**src/rtl/stop_clock_pkg.sv**
```systemverilog
package stop_clock_pkg;

  typedef enum logic [2:0] {
    ST_NORMAL  = 3'd0,
    ST_DRAIN   = 3'd1,
    ST_ACK     = 3'd2,
    ST_WBWAIT  = 3'd3,
    ST_STOPPED = 3'd4,
    ST_INQUIRE = 3'd5,
    ST_EXITING = 3'd6
  } stopState_t;

  // strobes from control to datapath
  typedef struct packed {
    logic exitStart;    // negated request sampled while stopped
    logic retireArm;    // request seen low during exit
    logic retireClear;  // instruction retired in Normal
  } ctrlStrobes_t;

endpackage

```
**src/rtl/stop_clock_dp.sv**
```systemverilog
module stop_clock_dp
  import stop_clock_pkg::*;
#(
  parameter int TSC_W    = 64,
  parameter int EXIT_LAT = 6
) (
  input  logic             clk,
  input  logic             rst,
  input  ctrlStrobes_t     strobes,
  output logic [TSC_W-1:0] tscValue,
  output logic             exitDone,
  output logic             mustRetire,
  output logic             irqSampleEn
);

  localparam int CNT_W = (EXIT_LAT < 2) ? 1 : $clog2(EXIT_LAT + 1);
  localparam logic [CNT_W-1:0] EXIT_LOAD = CNT_W'(EXIT_LAT - 1);

  logic [CNT_W-1:0] exitCnt;

  // free-running timestamp
  always_ff @(posedge clk) begin
    if (rst) tscValue <= '0;
    else     tscValue <= tscValue + 1'b1;
  end

  // exit latency counter
  always_ff @(posedge clk) begin
    if (rst)                    exitCnt <= '0;
    else if (strobes.exitStart) exitCnt <= EXIT_LOAD;
    else if (exitCnt != '0)     exitCnt <= exitCnt - 1'b1;
  end

  assign exitDone = (exitCnt == '0);

  // re-entry guard
  always_ff @(posedge clk) begin
    if (rst)                      mustRetire <= 1'b0;
    else if (strobes.retireArm)   mustRetire <= 1'b1;
    else if (strobes.retireClear) mustRetire <= 1'b0;
  end

  always_ff @(posedge clk) begin
    if (rst) irqSampleEn <= 1'b0;
    else     irqSampleEn <= 1'b1;
  end

endmodule

```
**src/rtl/stop_clock_fsm.sv**
```systemverilog
module stop_clock_fsm
  import stop_clock_pkg::*;
(
  input  logic         clk,
  input  logic         rst,
  input  logic         stopReqN,
  input  logic         pipeEmpty,
  input  logic         busIdle,
  input  logic         busReadyN,
  input  logic         wbEmptyN,
  input  logic         snoopReq,
  input  logic         snoopDone,
  input  logic         instrRetired,
  input  logic         flushReq,
  input  logic         exitDone,
  input  logic         mustRetire,
  output ctrlStrobes_t strobes,
  output logic         coreClkEn,
  output logic         ackCycleReq,
  output logic         snoopAck,
  output logic         flushAccept,
  output logic [2:0]   stateCode
);

  stopState_t state, stateNext;
  logic       stoppedFamily;

  always_comb begin
    stateNext = state;
    unique case (state)
      ST_NORMAL:  if (!stopReqN && !mustRetire)  stateNext = ST_DRAIN;
      ST_DRAIN:   if (pipeEmpty && busIdle)      stateNext = ST_ACK;
      ST_ACK:     if (!busReadyN)                stateNext = ST_WBWAIT;
      ST_WBWAIT:  if (!wbEmptyN)                 stateNext = ST_STOPPED;
      ST_STOPPED: begin
        if (stopReqN)      stateNext = ST_EXITING;
        else if (snoopReq) stateNext = ST_INQUIRE;
      end
      ST_INQUIRE: if (snoopDone)                 stateNext = ST_STOPPED;
      ST_EXITING: if (exitDone)                  stateNext = ST_NORMAL;
      default:                                   stateNext = ST_NORMAL;
    endcase
  end

  always_ff @(posedge clk) begin
    if (rst) state <= ST_NORMAL;
    else     state <= stateNext;
  end

  always_comb begin
    strobes             = '0;
    strobes.exitStart   = (state == ST_STOPPED) && stopReqN;
    strobes.retireArm   = (state == ST_EXITING) && !stopReqN;
    strobes.retireClear = (state == ST_NORMAL) && instrRetired;
  end

  assign stoppedFamily = (state == ST_STOPPED) || (state == ST_INQUIRE);
  assign coreClkEn     = !stoppedFamily;
  assign ackCycleReq   = (state == ST_ACK);
  assign snoopAck      = (state == ST_INQUIRE);
  assign flushAccept   = flushReq && !stoppedFamily;
  assign stateCode     = state;

endmodule

```
**src/rtl/stop_clock_ctl.sv**
```systemverilog
module stop_clock_ctl
  import stop_clock_pkg::*;
#(
  parameter int TSC_W    = 64,
  parameter int EXIT_LAT = 6
) (
  input  logic             clk,
  input  logic             rst,
  input  logic             stopReqN,
  input  logic             pipeEmpty,
  input  logic             busIdle,
  input  logic             busReadyN,
  input  logic             wbEmptyN,
  input  logic             snoopReq,
  input  logic             snoopDone,
  input  logic             instrRetired,
  input  logic             flushReq,
  output logic             coreClkEn,
  output logic             ackCycleReq,
  output logic             snoopAck,
  output logic             flushAccept,
  output logic             irqSampleEn,
  output logic [TSC_W-1:0] tscValue,
  output logic [2:0]       stateCode
);

  ctrlStrobes_t strobes;
  logic         exitDone;
  logic         mustRetire;

  stop_clock_fsm u_fsm (
    .clk(clk), .rst(rst), .stopReqN(stopReqN), .pipeEmpty(pipeEmpty),
    .busIdle(busIdle), .busReadyN(busReadyN), .wbEmptyN(wbEmptyN),
    .snoopReq(snoopReq), .snoopDone(snoopDone), .instrRetired(instrRetired),
    .flushReq(flushReq), .exitDone(exitDone), .mustRetire(mustRetire),
    .strobes(strobes), .coreClkEn(coreClkEn), .ackCycleReq(ackCycleReq),
    .snoopAck(snoopAck), .flushAccept(flushAccept), .stateCode(stateCode)
  );

  stop_clock_dp #(.TSC_W(TSC_W), .EXIT_LAT(EXIT_LAT)) u_dp (
    .clk(clk), .rst(rst), .strobes(strobes), .tscValue(tscValue),
    .exitDone(exitDone), .mustRetire(mustRetire), .irqSampleEn(irqSampleEn)
  );

endmodule

```
**config.mk**
```make
export PLATFORM = sky130hd
export DESIGN_NAME = stop_clock_ctl
export DESIGN_NICKNAME = d
export VERILOG_FILES = /design/src/rtl/stop_clock_pkg.sv /design/src/rtl/stop_clock_dp.sv /design/src/rtl/stop_clock_fsm.sv /design/src/rtl/stop_clock_ctl.sv
export SDC_FILE = /design/constraint.sdc
export NUM_CORES = 1
export LEC_CHECK = 0
export BUFFER_PORTS_ARGS = -buffer_cell sky130_fd_sc_hd__buf_2
export CORE_ASPECT_RATIO = 1.75
export CORE_UTILIZATION = 60
export CTS_BUF_LIST = sky130_fd_sc_hd__clkbuf_4
export DETAILED_ROUTE_END_ITERATION = 7
export GPL_TIMING_DRIVEN = 0
export HOLD_SLACK_MARGIN = 0.02
export PLACE_DENSITY = 0.91
export SYNTH_ARGS = -nofsm -noshare
export SYNTH_HDL_FRONTEND = slang
export SYNTH_SLANG_ARGS = --single-unit
```
**constraint.sdc**
```tcl
create_clock -name clk -period 4.2 [get_ports clk]
set_input_delay 0.84 -clock clk [delete_from_list [all_inputs] [get_ports clk]]
set_output_delay 0.84 -clock clk [all_outputs]
set_load 0.02 [all_outputs]
```
* Word level (Yosys, flattened, before mapping) *
Cells that the tools add are included.

storage, ports and cells
  register bits after elaboration = 72
  bits in latches = 0
  memory bits (writable) = 0
  bits in read-only memories = 0
  bits of input ports = 11
  output and inout port bits = 72
  word-level logic and storage cells = 52
  memories kept = 0

cells by class
  $add $sub $neg = 2
  multipliers = 0
  div/mod/pow operators = 0
  $lt $le $gt $ge = 0
  eq/ne operators = 13
  shifts and indexed selects = 0
  mux-type cells = 14
  bitwise operators = 0
  reduce and logical (&&, ||, !) cells = 17

operators by type and width
  operator               count
  $add 64x1->64 const B  1
  $mux 3                 10
  $pmux 3 s7             1
  $eq 3x3->1 const B     3
  $ne 2x2->1 const B     4
  $reduce_and 7->1       1
  $eq 3x2->1 const B     2
  $logic_and 1x1->1      6
  $logic_not 3->1        2
  $ne 2x1->1 const B     2
  $reduce_bool 2->1      2
  $eq 3x1->1 const B     1
  $logic_not 1->1        3
  $mux 1                 3
  $ne 3x3->1 const B     1
  $reduce_bool 3->1      1
  $sub 3x1->3 const B    1
  $reduce_or 2->1        1
  $logic_or 1x1->1       1

* Depth between registers and ports, before layout *
  depth in word-level cells = 4
  gate-level depth with buffers = 7
  mapped depth without buffers = 6

* Cells and area by module *
From an unflattened synthesis, not the netlist that was laid out.

second synthesis, totals
  cells, all modules = 413
  area, all modules = 3527.1 µm²

modules (own cells, without submodules)
  module          times used  cells an instance  area an instance (µm²)  sequential area each (µm²)
  stop_clock_dp   1           376                3220.6                  1381.3
  stop_clock_fsm  1           37                 306.5                   60.1

* Least setup slack after synthesis *
Ideal clock, no wire load.

  kind = reg2reg
  from = register u_dp.tscValue[0]
  to = register u_dp.tscValue[62]
  library setup time = 70 ps
  data arrival time = 2170 ps
  required time = 4130 ps
  path slack = 1960 ps
  stages on the path, launching flop included = 7
  buffers on the path = 0
  period minus slack after synthesis = 2240 ps
  cells stage by stage = dfxtp_1 ha_1 nand4_1 nor4_2 nand4_1 or4_1 a21oi_1

between the ends
  longest elaborated chain between the ends = 1

RTL lines
  what                      line                 RTL
  start: declaration        stop_clock_dp.sv:10  output logic [TSC_W-1:0] tscValue,
  start signal: assignment  stop_clock_dp.sv:24  else tscValue <= tscValue + 1'b1;
  $add 64x1->64             stop_clock_dp.sv:24

No other way between the ends.
A chain may end at the register's enable or synchronous reset.

* Final worst setup path *
Ends and elaborated chain as after synthesis.

==> run metrics <==
status=completed; FILL cells=491; pin count of the biggest net entering global routing=12; Simple-Gate Fraction of Synth Area=0.3674; Post-Synth XOR/XNOR Area=0.08934; Post-Synth Adder-Cell Area=0.01380; Yosys reg bits=72; Slew Viols, Final=0; worst slew margin relative to its limit=0.4750; Num CTS Buffers=9; Worst-path clk slew=0.12 ns; Achievable Freq=392.5 MHz; main combinational cell family by area after synthesis=simple AND/OR/NAND/NOR gates; worst path required time=4.57 ns; leak pwr=1.657 nW; dominant cell type by area after synthesis=dfxtp_1; Die X=60.78 µm; HP Class=register to register; # nets final=550; Syn Nets=458; mux share of post-synthesis cell area=0.008969; WL/cell=16.01 µm; setup tns final=0 ns; gr usage total=0.3181; Post-Route WL=9911 µm; ys async rst share=0; ratio of cells with drive above 1 in the final layout=0.2074; fin crit share=0.6066; Clock Sinks=72; iteration-0 DRC count of the detailed router=251; crit end category=register; Post-CTS Setup Inserts=0; Finished Layout Cells=619; first-pass GRT wire length=15,340 µm; synthesized area per cell=8.188 µm²; worst-case clock skew=0.01881 ns; Post-DRT Antenna Nets=0; vias in the first global route=3,434; Syn Std Cell Area=0.003627 mm²; std cell rows=37; Seq/Total Area, Yosys=0.3974; Pwr Density=289.6 mW/mm²; Longest Clk Path Bufs=2; clock tree from TritonCTS=built; CTS H-tree lvls=3; hold buffers post-CTS=0; Peak supply drop=210.7 µV; final hold viol count=0; Die Y=104.9 µm; I/O pins=83; Post-synth top flop=dfxtp_1; Crit path arrival time=2.92 ns; Ys Warns=0; Critical Path Start Type=register; Clk Latency, worst-skew pair=0.44 ns; total number of vias=3,794; worst-margin pin slew=0.7816 ns; Post-synth EDFFs=0; cts repair resizes=0; grt total ovfl=0; DRC viols=0; Post-DP Area=0.004130 mm²; Root Buffer=clkbuf_4; unrepaired setup endpoints after global routing=false; crit-path max FO=6; Setup CP Type=register to register; Initial Utilization=0.6218; 1st-pass router iterations=5; die footprint=0.006373 mm²; max-cap viol count=0; post-synthesis compound-gate area fraction=0.09417; shortest period the worst path allows=2.548 ns; IO buf count=81; top-area cell type share of the netlist area=0.3974; hpwl dp=7370 µm; Placed Cells=602; Netlist cell types=39; Via density=6.129; antenna violations before repair=1; Final Cell Area=0.004268 mm²; top post-synthesis cells by area=dfxtp_1 40%, nor2_1 6.8%, nand4_1 6.6%; P&R area growth vs syn=17.66%; Final Wtd Congestion=0.9315; core area=0.005833 mm²; Setup-failing EPs final=0; Mapped Cells=443; final core occ=0.7317
## metal layers
metal  global-route usage  up-vias  share of wire
li1                     -     1802              -
met1               0.3297     1778           0.38
met2               0.5526      185           0.52
met3              0.06683       29          0.064
met4               0.1932        0          0.039
met5                    0        -              0
## worst max-delay path, stage by stage, from the launching register on
cell and delay (ns):
dfxtp_1 0.43, ha_1 0.26, nand4_1 0.21, nor4_2 0.56, nand4_1 0.30, or4_1 0.57, a21oi_1 0.14
## area by class of cell
class                      instances  area, µm²  area share
antenna                            1      2.502   0.0005863
buffer                            13      48.80     0.01143
clock buffer                      12      90.09     0.02111
clock inverter                     4      45.04     0.01055
inverter                          15      56.30     0.01319
multi-input combinational        343       2081      0.4875
sequential                        72       1441      0.3377
tap                               78      97.59     0.02287
timing repair buffer              81      405.4     0.09499
## flip-flops by register name, summed over array words and instances (netlist names)
signal / cells
u_dp.exitCnt: 3
u_dp.irqSampleEn: 1
u_dp.mustRetire: 1
u_dp.tscValue: 64
u_fsm.stateCode: 3
## power by group
part	switching (mW)	internal, mW	total [mW]
logic	0.0570	0.0354	0.0924
registers	0.00781	0.693	0.701
clock network	0.243	0.199	0.442
total	0.308	0.928	1.24
## final timing paths
check / from / endpoint / slack [ns] / depth (start not counted)
worst min register to register: u_dp.tscValue[63] / u_dp.tscValue[63] / 0.49 / 2
worst max-delay path: u_dp.tscValue[0] / u_dp.tscValue[62] / 1.65 / 6
worst min-delay path: u_dp.tscValue[63] / u_dp.tscValue[63] / 0.49 / 2
worst max register to register: u_dp.tscValue[0] / u_dp.tscValue[62] / 1.65 / 6
## through the flow
stage | hold slack, ns | total power, mW | setup slack (ns)
after CTS | 0.4946 | 1.237 | 1.670
final | 0.4910 | 1.236 | 1.652
after global placement | 0.4637 | 0.8032 | 1.760
after detailed placement | 0.4779 | 0.8095 | 1.699
after global routing | 0.5341 | 1.277 | 1.517
after floorplan | 0.5034 | 0.7812 | 1.960
## layout by cell type, fill, tap and decap left out, types with 2 or more instances in the layout
master    netlist  final
buf_2           0     81
dfxtp_1        72     72
nor2_1         66     66
nand4_1        38     38
nand3_1        32     32
a21oi_1        28     28
xor2_1         24     24
nand2_1        23     23
o21ai_0        21     21
or3_1          17     17
inv_1          15     15
xnor2_1        13     13
clkbuf_4        0     12
clkbuf_1       11     11
nor3_1         11     11
nor4_1         11     11
and4_1         10     10
and3_1          5      5
nor2b_1         4      4
or4_1           4      4
ha_1            4      4
and2_1          3      3
o31ai_1         3      3
a31o_2          3      3
clkinv_2        0      3
nand4_2         2      2
nand4_4         2      2
nor4_4          2      2
nand2b_1        2      2
nor4_2          2      2
buf_1           2      2
mux2_2          2      2
o21a_1          2      2
## cell families (layout without fill, tap and decap cells)
group           count (synthesis)  count (layout)
other cells                     0               1
buf+inv                        28             125
compound gates                 61              61
fa+ha+maj                       4               4
mux                             3               3
simple gates                  238             238
xor+xnor                       37              37
flops                          72              72
## synthesized netlist by cell type (4+ instances only)
cell and count:
nor2b_1 4, a21oi_1 28, clkbuf_1 11, xnor2_1 13, dfxtp_1 72, nor3_1 11, or3_1 17, and3_1 5
ha_1 4, o21ai_0 21, and4_1 10, nand2_1 23, xor2_1 24, nor2_1 66, or4_1 4, nand3_1 32
inv_1 15, nand4_1 38, nor4_1 11
Power figures use the tool's default switching activity.
